[src/rtl/sdac_pkg.sv]
// Shared constants and types for the serial DAC word receiver.
package sdac_pkg;
    localparam int unsigned SDAC_WORD_W      = 12;
    localparam int unsigned SDAC_SYNC_STAGES = 2;

    // The three serial lines, bundled so that one synchroniser carries all of them.
    typedef struct packed {
        logic sclk;
        logic din;
        logic csld;
    } sdac_lines_t;

    localparam int unsigned SDAC_LINES_W = $bits(sdac_lines_t);
endpackage

[src/rtl/sdac_sync.sv]
// Multi-stage synchroniser for a vector of asynchronous inputs.
// Assumes each bit is a slow level that is sampled on its own. All bits go
// through the same number of stages, so their relative timing is kept.
module sdac_sync #(
    parameter int unsigned STAGES = 2,
    parameter int unsigned WIDTH  = 3
) (
    input  logic             clk,
    input  logic             rst_n,
    input  logic [WIDTH-1:0] d,
    output logic [WIDTH-1:0] q
);
    logic [WIDTH-1:0] stg [STAGES];

    for (genvar g = 0; g < STAGES; g++) begin : g_stage
        if (g == 0) begin : g_first
            // First stage: capture the raw asynchronous inputs.
            always_ff @(posedge clk) begin
                if (!rst_n) stg[g] <= '0;
                else        stg[g] <= d;
            end
        end else begin : g_next
            // Later stages: re-register to let metastability settle.
            always_ff @(posedge clk) begin
                if (!rst_n) stg[g] <= '0;
                else        stg[g] <= stg[g-1];
            end
        end
    end

    assign q = stg[STAGES-1];
endmodule

[src/rtl/sdac_strobe_edge.sv]
// Turns the synchronised serial clock and strobe into single-cycle events.
// The serial clock is gated by a low strobe before its edge is detected. As a
// result, a strobe fall while the clock is high shows up as a clock edge,
// which is the documented extra-edge behaviour. A strobe rise gives a load.
module sdac_strobe_edge (
    input  logic clk,
    input  logic rst_n,
    input  logic sclk_s,
    input  logic csld_s,
    output logic shift_en,
    output logic load_stb
);
    logic gate_now;
    logic gate_q;
    logic csld_q;

    assign gate_now = sclk_s & ~csld_s;

    // Keep last cycle's gated clock and strobe for edge detection.
    always_ff @(posedge clk) begin
        if (!rst_n) begin
            gate_q <= 1'b0;
            csld_q <= 1'b0;
        end else begin
            gate_q <= gate_now;
            csld_q <= csld_s;
        end
    end

    assign shift_en = gate_now & ~gate_q;
    assign load_stb = csld_s & ~csld_q;
endmodule

[src/rtl/sdac_shift.sv]
// Serial-in shift register. On each enable the word moves up by one bit and
// the new data bit enters at bit 0, so a frame sent MSB first lands in order.
module sdac_shift #(
    parameter int unsigned WORD_W = 12
) (
    input  logic              clk,
    input  logic              rst_n,
    input  logic              shift_en,
    input  logic              din,
    output logic [WORD_W-1:0] word
);
    // Shift one bit in on each accepted serial clock edge.
    always_ff @(posedge clk) begin
        if (!rst_n)        word <= '0;
        else if (shift_en) word <= {word[WORD_W-2:0], din};
    end
endmodule

[src/rtl/sdac_word_rx.sv]
// Device-side front end of a cascadable serial DAC.
// Assumes the serial clock stays low and high for at least SYNC_STAGES+1
// system clocks, and that data is stable around its rising edge.
// The holding register drives the conversion code. Bit WORD_W-1 of the shift
// register drives the chain output.
module sdac_word_rx #(
    parameter int unsigned WORD_W      = sdac_pkg::SDAC_WORD_W,
    parameter int unsigned SYNC_STAGES = sdac_pkg::SDAC_SYNC_STAGES
) (
    input  logic              clk,
    input  logic              rst_n,
    input  logic              ser_clk,
    input  logic              ser_din,
    input  logic              ser_csld,
    output logic              ser_dout,
    output logic [WORD_W-1:0] dac_code
);
    localparam int unsigned LW = sdac_pkg::SDAC_LINES_W;

    sdac_pkg::sdac_lines_t lines_raw;
    sdac_pkg::sdac_lines_t lines_s;
    logic [LW-1:0]         lines_s_vec;
    logic                  shift_en;
    logic                  load_stb;
    logic                  din_s;
    logic                  csld_s;
    logic [WORD_W-1:0]     shift_word;
    logic [WORD_W-1:0]     hold_q;

    assign lines_raw = '{sclk: ser_clk, din: ser_din, csld: ser_csld};

    sdac_sync #(.STAGES(SYNC_STAGES), .WIDTH(LW)) u_sync (
        .clk   (clk),
        .rst_n (rst_n),
        .d     (lines_raw),
        .q     (lines_s_vec)
    );

    assign lines_s = lines_s_vec;
    assign din_s   = lines_s.din;
    assign csld_s  = lines_s.csld;

    sdac_strobe_edge u_edge (
        .clk      (clk),
        .rst_n    (rst_n),
        .sclk_s   (lines_s.sclk),
        .csld_s   (csld_s),
        .shift_en (shift_en),
        .load_stb (load_stb)
    );

    sdac_shift #(.WORD_W(WORD_W)) u_shift (
        .clk      (clk),
        .rst_n    (rst_n),
        .shift_en (shift_en),
        .din      (din_s),
        .word     (shift_word)
    );

    // Copy the shifted word into the holding register on each strobe rise.
    always_ff @(posedge clk) begin
        if (!rst_n)        hold_q <= '0;
        else if (load_stb) hold_q <= shift_word;
    end

    assign dac_code = hold_q;
    assign ser_dout = shift_word[WORD_W-1];
endmodule

[config.mk]
export PLATFORM = sky130hd
export DESIGN_NAME = sdac_word_rx
export DESIGN_NICKNAME = d
export VERILOG_FILES = /design/src/rtl/sdac_pkg.sv /design/src/rtl/sdac_sync.sv /design/src/rtl/sdac_strobe_edge.sv /design/src/rtl/sdac_shift.sv /design/src/rtl/sdac_word_rx.sv
export SDC_FILE = /design/constraint.sdc
export NUM_CORES = 1
export LEC_CHECK = 0
export BUFFER_PORTS_ARGS = -buffer_cell sky130_fd_sc_hd__buf_2
export CELL_PAD_IN_SITES_DETAIL_PLACEMENT = 2
export CELL_PAD_IN_SITES_GLOBAL_PLACEMENT = 2
export CORE_UTILIZATION = 35
export DETAILED_ROUTE_END_ITERATION = 16
export GPL_TIMING_DRIVEN = 1
export HOLD_SLACK_MARGIN = 0.03
export PLACE_DENSITY = 0.76
export SLEW_MARGIN = 20
export SYNTH_ARGS = -nofsm -noshare
export SYNTH_HDL_FRONTEND = slang
export SYNTH_HIERARCHICAL = 1
export SYNTH_SLANG_ARGS = --single-unit
[constraint.sdc]
create_clock -name clk -period 1.5 [get_ports clk]
set_input_delay 0.3 -clock clk [delete_from_list [all_inputs] [get_ports clk]]
set_output_delay 0.3 -clock clk [all_outputs]
set_load 0.05 [all_outputs]
==> summary.txt, run 1 <==
Logic synthesis
  – #FFs+latches synth: 32
  – Largest family of logic cells by synthesized area: multiplexers
  – Post-synth design cell area: 1130 um2
  – Mux share of post-synthesis cell area: 21.3%
  – Register area share after synthesis: 56.8%
  – XOR/XNOR Fraction of Synth Area: 0%
  – YS warnings: 6
  – Simple logic cell fraction of the synthesized area: 19.2%
  – Adder-cell share of the synthesized area: 0%
  – Cells after Synth: 94
  – Synth unique cells: 8
  – Synth Area in Compound Gates: 0%
  – Syn Area/Cell: 12.0 um2
  – Syn nets: 99

Timing
  – Fmax: 783 MHz
  – Worst slew pin tran: 0.398 ns
  – Post-route setup TNS: 0 ns
  – Tmin final: 1.28 ns
  – Fin crit share: 85.2%
  – Max Slew Vio Count: 0
  – Headroom to the max-slew limit: 73.5%
  – WHS: 0.180 ns
  – RSZ-0062 raised after global routing: no
  – Post-route setup slack: 0.222 ns
  – Skew final: 0.00499 ns
  – Final hold violations: 0
  – Endpoints failing setup: 0

Floorplan
  – Row count: 20
  – Horiz. Die Dim: 58.8 um
  – Ports: 18
  – Initial Util: 36.9%
  – Core ar.: 3050 um2
  – Die span in y: 58.8 um
  – Die ar.: 3450 um2

Route
  – Initial DRT Pass Iterations: 2
  – Via density: 4.43
  – DRC: 0
  – Detail Route Antenna Nets: 0
  – Wirelength per Cell: 12.2 um
  – Final wirelength: 1960 um
  – Initial DRC Count: 1
  – Via Count: 713

Power
  – Switch share: 20.0%
  – Reg power frac: 59.7%
  – VDD IR max: 0.545 mV
  – Switching power: 0.289 mW
  – Total chip power: 1.44 mW
  – P per Cell Area: 1080 nW/um2
  – Pleak: 0.510 nW
  – Clock Power Share: 36.4%
  – Combinational Power Share: 3.8%
  – Internal power: 1.15 mW

Placed design
  – GPL Wtd Cong: 0.644
  – I/O Buffers: 17
  – Worst slack, placed: 0.306 ns
  – DPL Wire Length: 1350 um

Layout
  – Share of layout cells above drive strength 1: 23.9%
  – ANT cells: 0
  – Commonest non-fill, non-tap cell in the layout: dfxtp_1
  – Util after Layout: 43.6%
  – P&R area growth vs syn: 18.0%
  – Commonest non-fill, non-tap cells in the layout: 32 x dfxtp_1, 25 x nor2b_1, 24 x mux2i_1
  – NumNets Final: 122

Setup path
  – CP top delay family: flip-flops
  – WP data required: 1.20 ns
  – WP depth: 1
  – CP Buf/Inv Count: 1
  – Crit end category: output pin
  – Worst r2r path cells: 4
  – Critical path peak fanout: 3
  – Critical path arrival: 0.98 ns
  – CP max stage cell: dfxtp_1
  – Worst path cell trace: buf_2
  – Worst setup SP type: flop
  – Crit-path max cell delay: 0.37 ns
  – Setup CP Type: reg -> out

Worst hold path
  – Hold Path Stages: 2
  – Hold Crit Class: in -> reg

Clocking
  – Clock-pin transition on the worst setup and hold timing paths: 0.09 ns
  – Cts hold-fix bufs: 0
  – Root Buffer: clkbuf_4
  – Num Clock Sinks: 32
  – CTS Buf Count: 5
  – Clock Path Buffers: 2
  – CTS-repair resized insts: 0
  – H-tree levels: 2
  – Setup repair bufs after CTS: 0
  – CTS tree: yes
  – Clock Latency Late Sink: 0.32 ns

Global route
  – Initial antenna violation count: 0
  – Vias in the first global route: 760
  – GRT overflow: 0
  – GR Util All Layers: 14.7%
  – Largest net degree at the start of global routing: 33
  – First-pass GRT wire length: 3510 um

Job
  – Maxcap violations: 0

Run status
  – Status: finished, final reports clean
## flip-flops by register name, summed over array words and instances (netlist names)
signal	cells
dac_code	12
u_shift/word	12
u_sync/stg	6
u_edge/csld_q	1
u_edge/gate_q	1
## per-layer routing
metal | up-vias | GRT usage, % | wire length (um)
met1 | 338 | 16.0 | 856
met5 | - | 0 | 0
met4 | 0 | 10.2 | 29
met2 | 15 | 22.4 | 962
li1 | 358 | - | -
met3 | 2 | 7.25 | 113
## synthesized netlist by cell type
master,number,area [um2]
and2_1,7,43.8
and3b_1,1,8.76
buf_6,2,22.5
clkbuf_1,2,7.51
dfxtp_1,32,641
mux2i_1,24,240
nor2b_1,25,156
nor3b_1,1,7.51
## metrics by stage
stage	instances	cell area, um2
3_3_place_gp	154	1260
6_report	161	1330
5_1_grt	161	1330
3_5_place_dp	154	1260
4_1_cts	161	1330
2_1_floorplan	94	1130
## final cells by class
type | count | area, um2
clock buffers | 7 | 65.1
fillers | 340 | 1720
multi-input cells | 58 | 462
flip-flops and latches | 32 | 641
well taps | 44 | 55.1
repair buffers | 20 | 108
## power by group through the flow
stage          sequential [mW]  combinational, mW  clock, mW
6_report                 0.862             0.0554      0.526
5_1_grt                  0.863             0.0613      0.605
4_1_cts                  0.862             0.0571      0.564
3_5_place_dp             0.882             0.0567          0
3_3_place_gp             0.881             0.0559          0
2_1_floorplan            0.880             0.0428          0
## kinds of logic (layout without fill, tap and decap cells)
group / after synthesis / in the layout
flops: 32 / 32
simple gates: 34 / 34
buf+inv: 4 / 27
mux: 24 / 24
## worst paths after layout
path,startpoint,end,slack (ns)
worst min-delay path,ser_din,u_sync/stg[0][1]$_SDFF_PN0_,0.18
worst max register to register,u_sync/stg[1][0]$_SDFF_PN0_,dac_code[10]$_SDFFE_PN0P_,0.29
worst min register to register,u_sync/stg[0][1]$_SDFF_PN0_,u_sync/stg[1][1]$_SDFF_PN0_,0.44
worst max-delay path,u_shift/word[11]$_SDFFE_PN0P_,ser_dout,0.22
No activity file was read; power rests on OpenSTA's default activity.
==> run 2, diff against run 1 <==
--- a/config.mk
+++ b/config.mk
@@ -5,7 +5,7 @@
 export SDC_FILE = /design/constraint.sdc
 export NUM_CORES = 1
 export LEC_CHECK = 0
-export BUFFER_PORTS_ARGS = -buffer_cell sky130_fd_sc_hd__buf_2
+export BUFFER_PORTS_ARGS = -buffer_cell sky130_fd_sc_hd__buf_4
 export CELL_PAD_IN_SITES_DETAIL_PLACEMENT = 2
 export CELL_PAD_IN_SITES_GLOBAL_PLACEMENT = 2
 export CORE_UTILIZATION = 35
==> run 2 against run 1 <==
Net effect:
- register-to-register slack about the same
- maximum frequency up 4.6%
- count of clock-buffer cells in the layout fell by 1
- via count down 0.28%
- largest cell class unchanged
==> summary.txt, run 2 (synthesis gave the netlist of run 1 again) <==
Global route
  – First-pass GRT wire length: 3660 um (was 3510 um)
  – GRT overflow: 0 (unchanged)
  – Largest net degree at the start of global routing: 33 (unchanged)
  – Global route hottest layer: met2 (unchanged)
  – GR Util All Layers: 14.9% (was 14.7%)
  – Initial antenna violation count: 0 (unchanged)
  – GR Layer Usage met2: 24.4% (was 22.4%)
  – Vias in the first global route: 767 (was 760)
  – GR Util met3: 4.62% (was 7.25%)
  – GR Util met1: 17.2% (was 16.0%)

Clocking
  – Root Buffer: clkbuf_4 (unchanged)
  – Setup repair bufs after CTS: 0 (unchanged)
  – Num Clock Sinks: 32 (unchanged)
  – CTS tree: yes (unchanged)
  – Cts hold-fix bufs: 0 (unchanged)
  – H-tree levels: 2 (unchanged)
  – CTS-repair resized insts: 0 (unchanged)
  – Clock-pin transition on the worst setup and hold timing paths: 0.10 ns (was 0.09 ns)
  – Clock Path Buffers: 2 (unchanged)
  – CTS Buf Count: 5 (unchanged)
  – Clock Latency Late Sink: 0.32 ns (about the same)

Setup path
  – Worst r2r dst: u_shift/word[7]$_SDFFE_PN0P_ (was dac_code[10]$_SDFFE_PN0P_)
  – Critical path peak fanout: 3 (unchanged)
  – Crit-path max cell delay: 0.39 ns (was 0.37 ns)
  – Crit end category: output pin (unchanged)
  – CP max stage cell: dfxtp_1 (unchanged)
  – CP top delay family: flip-flops (unchanged)
  – Critical path arrival: 0.92 ns (was 0.98 ns)
  – Worst setup SP type: flop (unchanged)
  – WP data required: 1.20 ns (about the same)
  – Origin of the critical flop-to-flop path: u_sync/stg[1][0]$_SDFF_PN0_ (unchanged)
  – Setup CP Type: reg -> out (unchanged)
  – Worst path cell trace: buf_4 (was buf_2)
  – R2R Setup Slk: 0.29 ns (about the same)
  – CP Buf/Inv Count: 1 (unchanged)
  – Worst r2r path cells: 4 (unchanged)

Placed design
  – I/O Buffers: 17 (unchanged)
  – DPL Wire Length: 1530 um (was 1350 um)
  – Area after DPL: 1310 um2 (was 1260 um2)
  – GPL Wtd Cong: 0.652 (was 0.644)

Power
  – Pleak: 0.517 nW (was 0.510 nW)
  – VDD IR max: 0.597 mV (was 0.545 mV)
  – P per Cell Area: 1120 nW/um2 (was 1080 nW/um2)

Job
  – Maxcap violations: 0 (unchanged)

Layout
  – Commonest non-fill, non-tap cells in the layout: 32 x dfxtp_1, 25 x nor2b_1, 24 x mux2i_1 (unchanged)
  – Share of layout cells above drive strength 1: 23.7% (was 23.9%)
  – Filler cells: 342 (was 340)
  – Multi-input logic area: 462 um2 (unchanged)
  – Design Area, Final: 1380 um2 (was 1330 um2)
  – Register area: 641 um2 (unchanged)
  – Commonest non-fill, non-tap cell in the layout: dfxtp_1 (unchanged)
  – NumNets Final: 122 (unchanged)
  – ANT cells: 0 (unchanged)
  – P&R area growth vs syn: 22.8% (was 18.0%)

Floorplan
  – Die span in y: 58.8 um (unchanged)
  – Die ar.: 3450 um2 (unchanged)
  – Initial Util: 36.9% (unchanged)
  – Row count: 20 (unchanged)
  – Ports: 18 (unchanged)
  – Horiz. Die Dim: 58.8 um (unchanged)
  – Core ar.: 3050 um2 (unchanged)

Route
  – Final wirelength: 2170 um (was 1960 um)
  – Wirelength per Cell: 13.4 um (was 12.2 um)
  – Initial DRT Pass Iterations: 4 (was 2)
  – DRC: 0 (unchanged)
  – Via Count: 711 (was 713)
  – Detail Route Antenna Nets: 0 (unchanged)
  – Initial DRC Count: 12 (was 1)
  – Via density: 4.39 (was 4.43)

Timing
  – Post-route setup TNS: 0 ns (unchanged)
  – RSZ-0062 raised after global routing: no (unchanged)
  – Tmin final: 1.22 ns (was 1.28 ns)
  – Endpoints failing setup: 0 (unchanged)
  – Skew final: 0.0107 ns (was 0.00499 ns)
  – Fmax: 819 MHz (was 783 MHz)
  – Final hold violations: 0 (unchanged)
  – Max Slew Vio Count: 0 (unchanged)
  – Fin crit share: 81.4% (was 85.2%)
  – Headroom to the max-slew limit: 85.0% (was 73.5%)
  – Worst slew pin tran: 0.225 ns (was 0.398 ns)

Run status
  – Status: finished, final reports clean (unchanged)

Worst hold path
  – Hold Crit Class: in -> reg (unchanged)
  – Min-Delay Endpoint: u_sync/stg[0][0]$_SDFF_PN0_ (was u_sync/stg[0][1]$_SDFF_PN0_)
  – Hold Path Stages: 2 (unchanged)
  – Worst hold start: ser_csld (was ser_din)
[run 2: cell types whose count changed in the layout (fill, tap and decap cells not counted), sizes merged]
cell    previous run  this run
clkinv             0         1
clkbuf             7         6
bufinv             0         1
[run 2: cell type report]
class                      instances  area share, %
tap                               44           3.98
clock inverter                     2           2.53
clock buffer                       6           2.98
multi-input combinational         58           33.4
timing repair buffer              20           10.8
sequential                        32           46.3
[run 2: how the worst max path moves through the flow]
stage / start / end / slack [ns] / cells past startpoint
floorplan: u_sync/stg[1][0]$_SDFF_PN0_ / u_shift/word[0]$_SDFFE_PN0P_ / 0.20 / 4
global placement: u_sync/stg[1][0]$_SDFF_PN0_ / u_shift/word[2]$_SDFFE_PN0P_ / 0.39 / 4
detailed placement: u_sync/stg[1][0]$_SDFF_PN0_ / u_shift/word[7]$_SDFFE_PN0P_ / 0.29 / 4
CTS: u_sync/stg[1][0]$_SDFF_PN0_ / dac_code[10]$_SDFFE_PN0P_ / 0.25 / 4
global route: u_sync/stg[1][0]$_SDFF_PN0_ / dac_code[6]$_SDFFE_PN0P_ / 0.17 / 4
finish: u_shift/word[11]$_SDFFE_PN0P_ / ser_dout / 0.28 / 1
[run 2: report_power, final]
part	leakage [nW]	internal, mW	total [mW]	switching, mW
Combinational	0.216	0.0336	0.0592	0.0256
Clock	0.0422	0.349	0.635	0.286
Sequential	0.259	0.858	0.862	0.00345
[run 2: through the flow]
stage | total power [mW] | util (%) | hold slack (ns) | cells | setup WS (ns)
floorplan | 0.923 | - | 0.406 | 94 | 0.199
finish | 1.56 | 45.3 | 0.175 | 162 | 0.279
CTS | 1.58 | 45.3 | 0.166 | 162 | 0.245
global placement | 0.940 | 42.8 | 0.415 | 154 | 0.392
detailed placement | 0.943 | 42.8 | 0.431 | 154 | 0.292
global route | 1.63 | 45.3 | 0.159 | 162 | 0.174
[run 2: routing by layer]
metal | share of wire, % | routed length [um]
met5 | 0 | 0
met4 | 1.4 | 31
met3 | 4.4 | 95
met2 | 50 | 1090
met1 | 44 | 952
==> run 3, diff against run 2 <==
==> constraint.sdc (replaced) <==
create_clock -name clk -period 1.2 [get_ports clk]
set_input_delay 0.24 -clock clk [delete_from_list [all_inputs] [get_ports clk]]
set_output_delay 0.24 -clock clk [all_outputs]
set_load 0.05 [all_outputs]
==> run 3 against run 2 <==
Net effect:
- worst setup slack got worse by 0.23 ns
- total power up 16%
- register-to-register slack worse by 0.24 ns
- worst hold slack lost 0.072 ns
- global-route usage barely moved
- first-iteration DRC count down 67%
- utilization rose by 0.86 points
- via count is 3.5% higher
- critical path type is now reg -> reg
- sequential cell count is the same
- sequential share of layout area decreased by 0.51 points
- critical path depth rose by 3
==> summary.txt, run 3 (synthesis gave the netlist of run 1 again) <==
Global route
  – Largest net degree at the start of global routing: 33 (unchanged)
  – GRT overflow: 0 (unchanged)
  – GR Util met1: 15.1% (was 17.2%)
  – Initial antenna violation count: 0 (unchanged)
  – GR Layer Usage met2: 23.9% (was 24.4%)
  – GR Util All Layers: 14.8% (was 14.9%)
  – First-pass GRT wire length: 3460 um (was 3660 um)
  – Global route hottest layer: met2 (unchanged)
  – Vias in the first global route: 772 (was 767)
  – GR Util met3: 7.91% (was 4.62%)

Setup path
  – Critical path peak fanout: 6 (was 3)
  – Worst setup SP type: flop (unchanged)
  – Setup CP Type: reg -> reg (was reg -> out)
  – WP data required: 1.43 ns (was 1.20 ns)
  – Crit end category: flop (was output pin)
  – Critical path arrival: 1.39 ns (was 0.92 ns)

Timing
  – Worst slew pin tran: 0.237 ns (was 0.225 ns)
  – Fmax: 868 MHz
  – Skew final: 0.00579 ns (was 0.0107 ns)
  – Post-route setup slack: 0.0474 ns (was 0.279 ns)
  – Post-route setup TNS: 0 ns (unchanged)
  – Endpoints failing setup: 0 (unchanged)
  – Tmin final: 1.15 ns
  – Fin crit share: 96.0%
  – RSZ-0062 raised after global routing: yes (was no)
  – WHS: 0.103 ns (was 0.175 ns)
  – Final hold violations: 0 (unchanged)
  – Max Slew Vio Count: 0 (unchanged)
  – Headroom to the max-slew limit: 84.2% (was 85.0%)

Clocking
  – H-tree levels: 2 (unchanged)
  – Clock Path Buffers: 2 (unchanged)
  – CTS Buf Count: 5 (unchanged)
  – Clock-pin transition on the worst setup and hold timing paths: 0.09 ns (was 0.10 ns)
  – Setup repair bufs after CTS: 0 (unchanged)
  – Root Buffer: clkbuf_4 (unchanged)
  – Clock Latency Late Sink: 0.34 ns (was 0.32 ns)
  – Num Clock Sinks: 32 (unchanged)
  – CTS tree: yes (unchanged)

Floorplan
  – Row count: 20 (unchanged)
  – Initial Util: 36.9% (unchanged)
  – Die span in y: 58.8 um (unchanged)
  – Die ar.: 3450 um2 (unchanged)
  – Core ar.: 3050 um2 (unchanged)
  – Horiz. Die Dim: 58.8 um (unchanged)
  – Ports: 18 (unchanged)

Route
  – Detail Route Antenna Nets: 0 (unchanged)
  – Via density: 4.52 (was 4.39)
  – Initial DRC Count: 4 (was 12)
  – Via Count: 736 (was 711)
  – Initial DRT Pass Iterations: 2 (was 4)
  – Wirelength per Cell: 13.5 um (was 13.4 um)
  – Final wirelength: 2200 um (was 2170 um)
  – DRC: 0 (unchanged)

Power
  – Total chip power: 1.80 mW (was 1.56 mW)
  – P per Cell Area: 1280 nW/um2 (was 1120 nW/um2)
  – Pleak: 0.516 nW (was 0.517 nW)
  – VDD IR max: 0.666 mV (was 0.597 mV)

Layout
  – Share of layout cells above drive strength 1: 29.4% (was 23.7%)
  – P&R area growth vs syn: 25.1% (was 22.8%)
  – Commonest non-fill, non-tap cells in the layout: 28 x dfxtp_1, 24 x nor2b_1, 22 x mux2i_1 (was 32 x dfxtp_1, 25 x nor2b_1, 24 x mux2i_1)
  – Register area: 646 um2 (was 641 um2)
  – Commonest non-fill, non-tap cell in the layout: dfxtp_1 (unchanged)
  – ANT cells: 0 (unchanged)
  – NumNets Final: 123 (was 122)
  – Filler cells: 333 (was 342)
  – Multi-input logic area: 478 um2 (was 462 um2)

Placed design
  – GPL Wtd Cong: 0.624 (was 0.652)
  – Worst slack, placed: -0.0109 ns (was 0.292 ns)
  – I/O Buffers: 17 (unchanged)

Job
  – Maxcap violations: 0 (unchanged)

Worst hold path
  – Hold Crit Class: in -> reg (unchanged)

Run status
  – Status: finished, final reports clean (unchanged)
run 3: report_power, final:
group | internal [mW] | switching [mW]
Clock | 0.289 | 0.351
Combinational | 0.0479 | 0.0346
Sequential | 1.07 | 0.00519
run 3: per-stage QoR:
step	util (%)	cells	instance area, um2
floorplan	-	94	1130
global placement	43.1	155	1320
detailed placement	43.1	155	1320
CTS	45.2	163	1380
global route	46.2	163	1410
finish	46.2	163	1410
run 3: path summary, 6_finish.rpt:
path | startpoint | end | slack [ns] | cells after the start
hold reg to reg | u_sync/stg[0][1]$_SDFF_PN0_ | u_sync/stg[1][1]$_SDFF_PN0_ | 0.44 | 1
hold / removal | ser_clk | u_sync/stg[0][2]$_SDFF_PN0_ | 0.10 | 2
setup reg to reg | u_edge/gate_q$_SDFF_PN0_ | u_shift/word[11]$_SDFFE_PN0P_ | 0.05 | 4
setup / recovery | u_edge/gate_q$_SDFF_PN0_ | u_shift/word[11]$_SDFFE_PN0P_ | 0.05 | 4
run 3: cell type report:
cell class,instances,area share [%]
Sequential cell,32,45.8
Timing Repair Buffer,21,12.2
Tap cell,44,3.90
Clock buffer,8,4.17
Multi-Input combinational cell,58,33.9
run 3: critical path: stages (launching register included):
cell,delay [ns]
dfxtp_2,0.34
nor3b_4,0.23
buf_6,0.17
mux2i_2,0.24
nor2b_1,0.07
run 3: what timing repair did:
action,CTS,global route
pin swaps,0,1
endpoints found under the setup margin,4,11
hold buffers,0,0
gates cloned,0,0
gates resized for setup,2,10
run 3: routing by layer:
metal,up-vias,part of all wire (%)
li1,357,-
met1,359,43
met2,15,48
met3,5,5.9
met4,0,2.5
met5,-,0
